$ cat src/rtl/fmark_pkg.sv
package fmark_pkg;
    localparam int SOF_W    = 7;
    localparam int SOL_W    = 7;
    localparam int SOR_W    = 4;
    localparam int GRB_W    = 7;
    localparam int FRB_W    = 7;
    localparam int PRB_W    = 6;
    localparam int ROT_GRAN = 8;
    localparam int ROT_SH   = $clog2(ROT_GRAN);
    localparam int CNT_W    = SOR_W + ROT_SH;
    localparam int MARK_W   = SOF_W + SOL_W + SOR_W + GRB_W + FRB_W + PRB_W;
    localparam int FR_ROT   = 96;
    localparam int PR_ROT   = 48;

    typedef struct packed {
        logic [PRB_W-1:0] pr_base;
        logic [FRB_W-1:0] fr_base;
        logic [GRB_W-1:0] gr_base;
        logic [SOR_W-1:0] rot_sz;
        logic [SOL_W-1:0] loc_sz;
        logic [SOF_W-1:0] frm_sz;
    } marker_t;

    typedef struct packed {
        marker_t cfm;
        marker_t pfm;
        logic    err;
    } fm_state_t;
endpackage

$ cat src/rtl/fmark_rotator.sv
module fmark_rotator #(
    parameter int W = 7
) (
    input  logic [W-1:0] base_i,
    input  logic [W-1:0] mod_i,
    input  logic         step_i,
    output logic [W-1:0] base_o
);
    localparam logic [W-1:0] ONE = {{(W-1){1'b0}}, 1'b1};

    always_comb begin
        if (!step_i || mod_i == '0) begin
            base_o = base_i;
        end else if (base_i == '0) begin
            base_o = mod_i - ONE;
        end else begin
            base_o = base_i - ONE;
        end
    end
endmodule

$ cat src/rtl/fmark_alloc_check.sv
module fmark_alloc_check
    import fmark_pkg::*;
(
    input  logic [SOF_W-1:0] sof_i,
    input  logic [SOL_W-1:0] sol_i,
    input  logic [SOR_W-1:0] sor_i,
    output logic             ok_o
);
    logic [CNT_W-1:0] rot_regs;
    logic             loc_fit;
    logic             rot_fit;

    always_comb begin
        rot_regs = {sor_i, {ROT_SH{1'b0}}};
        loc_fit  = ({1'b0, sol_i} <= {1'b0, sof_i});
        rot_fit  = ({1'b0, rot_regs} <= {1'b0, sof_i});
        ok_o     = loc_fit && rot_fit;
    end
endmodule

$ cat src/rtl/fmark_unit.sv
module fmark_unit
    import fmark_pkg::*;
#(
    parameter int FR_MOD = FR_ROT,
    parameter int PR_MOD = PR_ROT
) (
    input  logic              clk,
    input  logic              rst_n,
    input  logic              call_i,
    input  logic              ret_i,
    input  logic              alloc_i,
    input  logic [SOF_W-1:0]  alloc_sof_i,
    input  logic [SOL_W-1:0]  alloc_sol_i,
    input  logic [SOR_W-1:0]  alloc_sor_i,
    input  logic              rot_gr_i,
    input  logic              rot_fr_i,
    input  logic              rot_pr_i,
    output logic [MARK_W-1:0] cfm_o,
    output logic [SOF_W-1:0]  frame_sz_o,
    output logic [SOL_W-1:0]  locals_sz_o,
    output logic [SOR_W-1:0]  rot_sz_o,
    output logic [GRB_W-1:0]  gr_base_o,
    output logic [FRB_W-1:0]  fr_base_o,
    output logic [PRB_W-1:0]  pr_base_o,
    output logic [CNT_W-1:0]  rot_count_o,
    output logic              alloc_err_o
);
    localparam logic [FRB_W-1:0] FR_MOD_V = FRB_W'(FR_MOD);
    localparam logic [PRB_W-1:0] PR_MOD_V = PRB_W'(PR_MOD);

    fm_state_t st_d, st_q;

    logic [CNT_W-1:0] rot_regs;
    logic [GRB_W-1:0] gr_nxt;
    logic [FRB_W-1:0] fr_nxt;
    logic [PRB_W-1:0] pr_nxt;
    logic             alloc_ok;

    assign rot_regs = {st_q.cfm.rot_sz, {ROT_SH{1'b0}}};

    fmark_rotator #(.W(GRB_W)) i_rot_gr (
        .base_i (st_q.cfm.gr_base),
        .mod_i  (GRB_W'(rot_regs)),
        .step_i (rot_gr_i),
        .base_o (gr_nxt)
    );

    fmark_rotator #(.W(FRB_W)) i_rot_fr (
        .base_i (st_q.cfm.fr_base),
        .mod_i  (FR_MOD_V),
        .step_i (rot_fr_i),
        .base_o (fr_nxt)
    );

    fmark_rotator #(.W(PRB_W)) i_rot_pr (
        .base_i (st_q.cfm.pr_base),
        .mod_i  (PR_MOD_V),
        .step_i (rot_pr_i),
        .base_o (pr_nxt)
    );

    fmark_alloc_check i_chk_alloc (
        .sof_i (alloc_sof_i),
        .sol_i (alloc_sol_i),
        .sor_i (alloc_sor_i),
        .ok_o  (alloc_ok)
    );

    always_comb begin
        st_d     = st_q;
        st_d.err = 1'b0;
        if (call_i) begin
            st_d.pfm        = st_q.cfm;
            st_d.cfm        = '0;
            st_d.cfm.frm_sz = st_q.cfm.frm_sz - st_q.cfm.loc_sz;
        end else if (ret_i) begin
            st_d.cfm = st_q.pfm;
        end else if (alloc_i) begin
            if (alloc_ok) begin
                st_d.cfm.frm_sz  = alloc_sof_i;
                st_d.cfm.loc_sz  = alloc_sol_i;
                st_d.cfm.rot_sz  = alloc_sor_i;
                st_d.cfm.gr_base = '0;
            end else begin
                st_d.err = 1'b1;
            end
        end else begin
            st_d.cfm.gr_base = gr_nxt;
            st_d.cfm.fr_base = fr_nxt;
            st_d.cfm.pr_base = pr_nxt;
        end
    end

    always_ff @(posedge clk or negedge rst_n) begin
        if (!rst_n) begin
            st_q <= '0;
        end else begin
            st_q <= st_d;
        end
    end

    assign cfm_o       = st_q.cfm;
    assign frame_sz_o  = st_q.cfm.frm_sz;
    assign locals_sz_o = st_q.cfm.loc_sz;
    assign rot_sz_o    = st_q.cfm.rot_sz;
    assign gr_base_o   = st_q.cfm.gr_base;
    assign fr_base_o   = st_q.cfm.fr_base;
    assign pr_base_o   = st_q.cfm.pr_base;
    assign rot_count_o = rot_regs;
    assign alloc_err_o = st_q.err;
endmodule

$ cat config.mk
export PLATFORM = sky130hd
export DESIGN_NAME = fmark_unit
export DESIGN_NICKNAME = d
export VERILOG_FILES = /design/src/rtl/fmark_pkg.sv /design/src/rtl/fmark_rotator.sv /design/src/rtl/fmark_alloc_check.sv /design/src/rtl/fmark_unit.sv
export SDC_FILE = /design/constraint.sdc
export NUM_CORES = 1
export LEC_CHECK = 0
export ABC_CLOCK_PERIOD_IN_PS = 2900
export BUFFER_PORTS_ARGS = -buffer_cell sky130_fd_sc_hd__buf_4
export CORE_MARGIN = 1.5
export CORE_UTILIZATION = 59
export DETAILED_ROUTE_END_ITERATION = 10
export GPL_TIMING_DRIVEN = 0
export HOLD_SLACK_MARGIN = 0.05
export PLACE_DENSITY = 0.86
export SETUP_SLACK_MARGIN = 0.1
export SYNTH_ARGS = -nofsm -noshare
export SYNTH_HDL_FRONTEND = slang
export SYNTH_SLANG_ARGS = --single-unit
$ cat constraint.sdc
create_clock -name clk -period 2.9 [get_ports clk]
set_input_delay 0.435 -clock clk [delete_from_list [all_inputs] [get_ports clk]]
set_output_delay 0.435 -clock clk [all_outputs]
set_load 0.005 [all_outputs]
==> results of run 1 <==
logic make-up (layout without fill, tap and decap cells):
group	Yosys count	after routing	share of synthesized area
AOI/OAI and AO/OA	117	117	0.155
xor gates and xnor gates	11	11	0.0194
adders and majority gates	26	26	0.0670
buffers and inverters	139	259	0.171
DFF	77	77	0.388
muxes	49	49	0.107
other	1	3	0.000755
and+or+nand+nor	103	103	0.0914
sequential cells by signal, summed over array words and instances (netlist names):
name and flops:
rot_sz_o 4, fr_base_o 7, pr_base_o 6, locals_sz_o 7, frame_sz_o 7, alloc_err_o 1
st_q 38, gr_base_o 7
cell usage in the layout, fill, tap and decap left out, drive strengths merged, types with 19 or more instances in the layout:
cell,count
buf,204
o21ai,33
dfrtp,77
nand2,55
nor2,19
mux2,34
inv,36
a21oi,33
ha,25
through the flow:
stage | std cells | setup WS [ns] | power [mW] | hold WS (ns) | instance area, um^2
global placement | 735 | 0.549 | 2.92 | 0.480 | 5900
CTS | 750 | 0.850 | 4.02 | 0.282 | 6140
floorplan | 525 | 0.879 | 2.44 | 0.139 | 4980
finish | 750 | 0.843 | 4.04 | 0.226 | 6140
global route | 750 | 0.662 | 4.27 | 0.330 | 6140
detailed placement | 735 | 0.502 | 3.01 | 0.497 | 5900
how the worst max path moves through the flow:
stage,end,start,slack [ns],depth (start not counted)
finish,locals_sz_o[6],alloc_sof_i[6],0.84,10
CTS,rot_sz_o[0],alloc_sof_i[6],0.85,10
detailed placement,rot_sz_o[0],alloc_sof_i[6],0.50,10
floorplan,rot_sz_o[2],alloc_sof_i[6],0.88,9
global route,frame_sz_o[5],locals_sz_o[1],0.66,8
global placement,rot_sz_o[0],alloc_sof_i[6],0.55,10
routing by layer:
layer | vias to the layer above | GRT usage | wire length [um] | part of all wire
met5 | - | 0 | 0 | 0
met4 | 0 | 0.107 | 235 | 0.019
met3 | 29 | 0.0515 | 932 | 0.077
met2 | 207 | 0.481 | 5980 | 0.49
met1 | 2010 | 0.372 | 5020 | 0.41
li1 | 1948 | - | - | -
report_power, final:
part           internal, mW  switching [mW]
combinational         0.875           0.658
sequential             1.27           0.220
clock                 0.613           0.404
total                  2.76            1.28
area by class of cell:
class / instances / area (um^2)
clock inverter: 4 / 95.1
inverter: 36 / 135
fill: 556 / 2030
tap: 105 / 131
buffer: 103 / 714
clock buffer: 11 / 151
sequential: 77 / 1930
multi-input combinational: 309 / 2200
timing repair buffer: 105 / 788
==> qor.yml, run 1 <==
status: "completed"
die_h_um: 94.8
synth.most_common_cell: "buf_4"
insertion_delay_ns: 0.35
place.gp.congestion: 0.934
drt-wirelength-per-cell_um: 16.2
cp-start-kind: "input pin"
crit_top_cell: "a21boi_2"
syn_area_um2: 4970
final_util: 0.751
cts-root-buf: "clkbuf_8"
fp-row-count: 33
synth_flop_cell: "dfrtp_1"
end_kind: "flop"
numCtsBuffers: 9
power.density_nw_per_um2: 658
cts_resized: 0
yosysWarnings: 0
async_flop_share: 1.00
grt_overflow: 0
critPathKind: "input pin to flop"
ant_nets: 0
port_buffers: 105
setup_violations: 0
r2r_cells: 8
r2r-start: "locals_sz_o[0]"
hold_violations: 0
antennaDiodeCount: 0
avgSynthCellArea_um2: 9.50
synth-seq-cells: 77
drt-total-wl_um: 12200
yosys-top-cells-count: "buf_4 (83), dfrtp_1 (77), nand2_1 (55)"
cp_slowest_cell: "or4_4"
drive_above_1_share: 0.395
p_leak_nw: 3.14
clkTransAtPathRegs_ns: 0.08
vias_per_cell: 5.59
synth_area_leaders: "dfrtp_1 (39%), buf_4 (13%), mux2_2 (7.7%)"
tns_ns: 0
drv_slew: 0
grt_pass1_wl_um: 19900
fmax_mhz: 486
ios: 110
ff2ff_setup_slack_ns: 0.88
antenna_found_initial: 0
initialDrtViolationCount: 300
die_x_um: 94.8
critPathTopFamily: "simple AND/OR/NAND/NOR gates"
initial_core_util: 0.608
finalCritPeriodShare: 0.709
ir_drop_uv: 377
track_usage: 0.288
nNetsFinal: 693
worstPathArrival_ns: 2.27
synth_edf_count: 0
cp_num_buf_inv: 3
worstPathCellList: "buf_4, inv_1, ha_1, nand4_1, or4_4, a21boi_2, a21boi_2, buf_2, nand2_1, o31ai_2"
yosysTopAreaCell: "dfrtp_1"
place_hpwl_um: 8740
clock_path_buffers: 2
crit_path_max_incr_delay_ns: 0.45
grt_max_degree: 78
regToRegEndpoint: "frame_sz_o[6]"
min_path_type: "input pin to async pin"
route.detailed.drc: 0
drt_first_pass_iters: 5
tightest_slew_ns: 0.980
clock-sinks: 77
ctsHoldBuffers: 0
period_minus_slack_ns: 2.06
grt_pass1_vias: 4123
tritoncts: "done"
finClkSkew_ns: 0.00920
max_cap_violations: 0
crit_path_max_fanout: 10
synth_top_cell_area_share: 0.388
rsz0062_at_grt: "false"
yosysSeqAreaShare: 0.388
core_region_area_um2: 8180
synth_cell_types: 52
cts_post_setup_buffers_inserted: 0
slew_headroom: 0.347
cts_max_level: 3
syn_inst: 523
via_count: 4194
cp.required_ns: 3.12
syn_to_final_growth_pct: 23.6
dieArea_um2: 8980
(Power assumes the default switching activity.)
==> run 2, diff against run 1 <==
Settings changed: ABC_CLOCK_PERIOD_IN_PS 2900 to 1700, CORE_UTILIZATION 59 to 50, PLACE_DENSITY 0.86 to 0.77.
Clock period 2.9 ns to 1.7 ns, I/O delays scaled along.
==> qor.yml, run 2 (synthesized netlist as in run 1, its figures left out) <==
violations: "setup timing"
critPathKind: "flop to flop"
end_kind: "flop"
status: "finished, violations left"
final_area_um2: 6890
final_cell_count_no_fill: 803
route.detailed.drc: 0
cp_slowest_cell: "dfrtp_1"
grt_max_degree: 78
grt_overflow: 0
drive_above_1_share: 0.539
final_util: 0.711
drt-wirelength-per-cell_um: 17.0
fillCellCount: 693
clock-sinks: 77
clkTransAtPathRegs_ns: 0.09
fp-row-count: 36
core_region_area_um2: 9680
post-place-ws_ns: -0.475
clock_path_buffers: 2
via_count: 4333
setup_ws_ns: -0.181
dp.cells: 763
tritoncts: "done"
min_path_type: "input pin to async pin"
track_usage: 0.251
grt_pass1_wl_um: 20200
rsz0062_at_grt: "true"
initialDrtViolationCount: 327
dieArea_um2: 10500
drv_slew: 0
crit_path_max_incr_delay_ns: 0.42
drt-total-wl_um: 13700
place_hpwl_um: 8930
place.gp.congestion: 0.882
ctsHoldBuffers: 0
cts_max_level: 3
placed_cell_area_um2: 6060
die_x_um: 103
finalPower_mw: 7.08
fmax_mhz: 532
antenna_found_initial: 0
cp.required_ns: 1.93
ios: 110
p_leak_nw: 3.42
die_h_um: 103
hold_violations: 0
numCtsBuffers: 9
slew_headroom: 0.333
cts-root-buf: "clkbuf_8"
vias_per_cell: 5.40
insertion_delay_ns: 0.36
tightest_slew_ns: 1.00
port_buffers: 105
largest_register_ffs: 38
final_common_cell: "buf_4"
cp-start-kind: "flop"
ant_nets: 0
ir_drop_uv: 528
max_cap_violations: 0
finClkSkew_ns: 0.0178
antennaDiodeCount: 0
worstPathArrival_ns: 2.11
syn_to_final_growth_pct: 38.6
nNetsFinal: 717
drt_first_pass_iters: 5
crit_path_max_fanout: 2
finalCritPeriodShare: 1.11
period_minus_slack_ns: 1.88
largest_register: "st_q"
power.density_nw_per_um2: 1030
mostFrequentLayoutCells: "buf_4 (201), dfrtp_1 (66), nand2_1 (37), mux2_2 (34), a21oi_1 (29)"
initial_core_util: 0.513
worstPathCellList: "ha_2, fa_2, nor2b_4, nor3_2, o21bai_1, a21oi_2, xnor2_1, a21oi_1"
setup_violations: 25
grt_pass1_vias: 3980
## run 2: layer usage
metal | GRT usage | part of all wire
met5 | 0 | 0
met4 | 0.0769 | 0.017
met3 | 0.0380 | 0.062
met2 | 0.426 | 0.51
met1 | 0.333 | 0.41
## run 2: what timing repair did
| item | in CTS | in global routing |
|---|---|---|
| gates resized for setup | 43 | 59 |
| setup buffers | 9 | 10 |
| pin swaps | 13 | 20 |
| gates cloned | 3 | 2 |
| endpoints found under the setup margin | 33 | 38 |
## run 2: final cells by class
type                            count  area (um^2)  share of cell area
Tap cell                          133          166              0.0242
Buffer                            103          748               0.109
Clock buffer                       12          165              0.0240
Clock inverter                      4         45.0             0.00654
Multi-Input combinational cell    310         2620               0.380
Sequential cell                    77         1940               0.282
Timing Repair Buffer              128         1040               0.151
Inverter                           36          163              0.0236
## run 2: where the power goes
| group | internal, mW | leakage, nW | switching [mW] | total, mW |
|---|---|---|---|---|
| Sequential | 2.17 | 0.983 | 0.412 | 2.59 |
| Clock | 0.792 | 0.112 | 0.690 | 1.48 |
| Combinational | 1.73 | 2.33 | 1.29 | 3.02 |
| Total | 4.69 | 3.42 | 2.39 | 7.08 |
## run 2: per-stage QoR
stage	setup TNS (ns)	hold slack, ns
after floorplan	-2.48	-0.0406
after global placement	-12.26	0.469
after detailed placement	-14.58	0.484
after CTS	-1.17	0.100
after global routing	-3.27	0.136
final	-2.72	0.0373
## run 2: worst paths after layout
check | start | endpoint | slack [ns] | cells after the start
worst min register to register | fr_base_o[0] | fr_base_o[0] | 0.48 | 1
worst max-delay path | locals_sz_o[0] | frame_sz_o[6] | -0.18 | 8
min in group clk | alloc_sol_i[2] | locals_sz_o[2] | 0.25 | 3
max in group asynchronous | rst_n | fr_base_o[1] | 0.93 | 1
worst max register to register | locals_sz_o[0] | frame_sz_o[6] | -0.18 | 8
worst min-delay path | rst_n | st_q[1] | 0.04 | 1
## run 2: critical path: cells and delay by family (launching register included)
family | cells | cell delay (ns)
simple gates | 2 | 0.24
flops | 1 | 0.42
xor+xnor | 1 | 0.16
compound gates | 3 | 0.36
fa+ha+maj | 2 | 0.57
==> run 3, diff against run 2 <==
Settings changed: CELL_PAD_IN_SITES_DETAIL_PLACEMENT set to 0, CELL_PAD_IN_SITES_GLOBAL_PLACEMENT set to 1, CORE_UTILIZATION 50 to 38, PLACE_DENSITY 0.77 to not set, PLACE_DENSITY_LB_ADDON set to 0.1.
==> qor.yml, run 3 (synthesized netlist as in run 1, its figures left out) <==
status: "finished, violations left"
violations: "setup timing"
finalPower_mw: 7.31
drv_slew: 0
crit_path_max_fanout: 7
ios: 110
clock_path_buffers: 2
place.gp.congestion: 0.806
die_h_um: 117
tritoncts: "done"
multiInputGateArea_um2: 2590
numCtsBuffers: 9
tns_ns: -1.98
antennaDiodeCount: 0
initialDrtViolationCount: 212
cp-start-kind: "input pin"
hold_slack_ns: 0.0930
core_region_area_um2: 12700
grt.met3_usage: 0.0297
route.detailed.drc: 0
regArea_um2: 1940
drt_first_pass_iters: 4
port_buffers: 105
largest_register: "st_q"
grt_use_met1: 0.263
drt-total-wl_um: 13400
via_count: 4134
initial_core_util: 0.392
final_cell_count_no_fill: 844
setup_ws_ns: -0.179
grt_pass1_vias: 3981
setup_violations: 22
rsz0062_at_grt: "true"
clkTransAtPathRegs_ns: 0.06
p_leak_nw: 3.50
ant_nets: 0
grt_use_met2: 0.321
ctsHoldBuffers: 0
place_hpwl_um: 9210
ff2ff_setup_slack_ns: -0.11
antenna_found_initial: 0
finalCritPeriodShare: 1.11
grt_overflow: 0
cts_max_level: 3
largest_register_ffs: 38
max_cap_violations: 0
hold_violations: 0
worstPathArrival_ns: 2.12
die_x_um: 117
cp-startpoint: "alloc_sof_i[4]"
finClkSkew_ns: 0.00712
drt-wirelength-per-cell_um: 15.9
drive_above_1_share: 0.528
grt_pass1_wl_um: 21300
track_usage: 0.196
clock-sinks: 77
min_path_type: "input pin to async pin"
critPathKind: "input pin to flop"
power.density_nw_per_um2: 1040
final_util: 0.555
regToRegEndpoint: "frame_sz_o[6]"
nNetsFinal: 720
cp.required_ns: 1.94
fillCellCount: 1180
period_minus_slack_ns: 1.88
fp-row-count: 41
insertion_delay_ns: 0.34
final_common_cell: "buf_4"
cts-root-buf: "clkbuf_16"
slew_headroom: 0.322
syn_to_final_growth_pct: 41.5
dp.cells: 802
grt_max_degree: 78
fmax_mhz: 532
ir_drop_uv: 504
tightest_slew_ns: 1.02
r2r-start: "locals_sz_o[0]"
cp-endpoint: "rot_sz_o[0]"
dieArea_um2: 13800
grt_busiest_layer: "met2"
end_kind: "flop"
mostFrequentLayoutCells: "buf_4 (200), dfrtp_1 (69), nand2_1 (39), mux2_2 (34), a21oi_1 (32)"
vias_per_cell: 4.90
r2r_cells: 8
-- run 3: worst min path at each step --
| stage | slack (ns) | end | cells past startpoint | startpoint |
|---|---|---|---|---|
| floorplan | -0.04 | alloc_err_o | 0 | rst_n |
| global placement | 0.48 | st_q[32] | 1 | st_q[32] |
| detailed placement | 0.49 | st_q[32] | 1 | st_q[32] |
| CTS | 0.14 | locals_sz_o[2] | 1 | rst_n |
| global route | 0.18 | locals_sz_o[2] | 1 | rst_n |
| finish | 0.09 | locals_sz_o[2] | 1 | rst_n |
-- run 3: worst max-delay path, cell delays in order --
cell       delay [ns]
buf_12           0.09
inv_8            0.03
ha_4             0.25
nand4_1          0.10
or4_4            0.53
a21boi_4         0.22
a21boi_4         0.15
buf_12           0.17
clkbuf_16        0.15
o31ai_2          0.16
-- run 3: layout make-up --
type / instances / share of cell area
multi-input cells: 309 / 0.369
flip-flops and latches: 77 / 0.275
repair buffers: 133 / 0.159
plain buffers: 102 / 0.105
clock buffers: 10 / 0.0340
well taps: 172 / 0.0306
inverters: 36 / 0.0231
clock inverters: 5 / 0.00392
-- run 3: where the power goes --
| group | total (mW) | internal [mW] | switching, mW |
|---|---|---|---|
| Sequential | 2.56 | 2.18 | 0.383 |
| Combinational | 2.98 | 1.75 | 1.24 |
| Clock | 1.77 | 1.01 | 0.762 |
-- run 3: through the flow --
stage | cell area, um^2 | setup slack, ns
after floorplan | 5110 | -0.126
after CTS | 6640 | -0.128
after detailed placement | 6110 | -0.487
after global placement | 6110 | -0.475
final | 7030 | -0.179
after global routing | 7030 | -0.228
-- run 3: layer usage --
| layer | up-vias | wire (um) |
|---|---|---|
| li1 | 2013 | - |
| met1 | 2024 | 6330 |
| met2 | 84 | 6560 |
| met3 | 13 | 393 |
| met4 | 0 | 160 |
| met5 | - | 0 |
-- run 3: what timing repair did --
| action | 4_1_cts | 5_1_grt |
|---|---|---|
| resized for setup | 41 | 60 |
| setup endpoints to repair | 37 | 45 |
| cloned | 2 | 2 |
| pin swaps | 9 | 17 |
| buffers inserted | 10 | 15 |
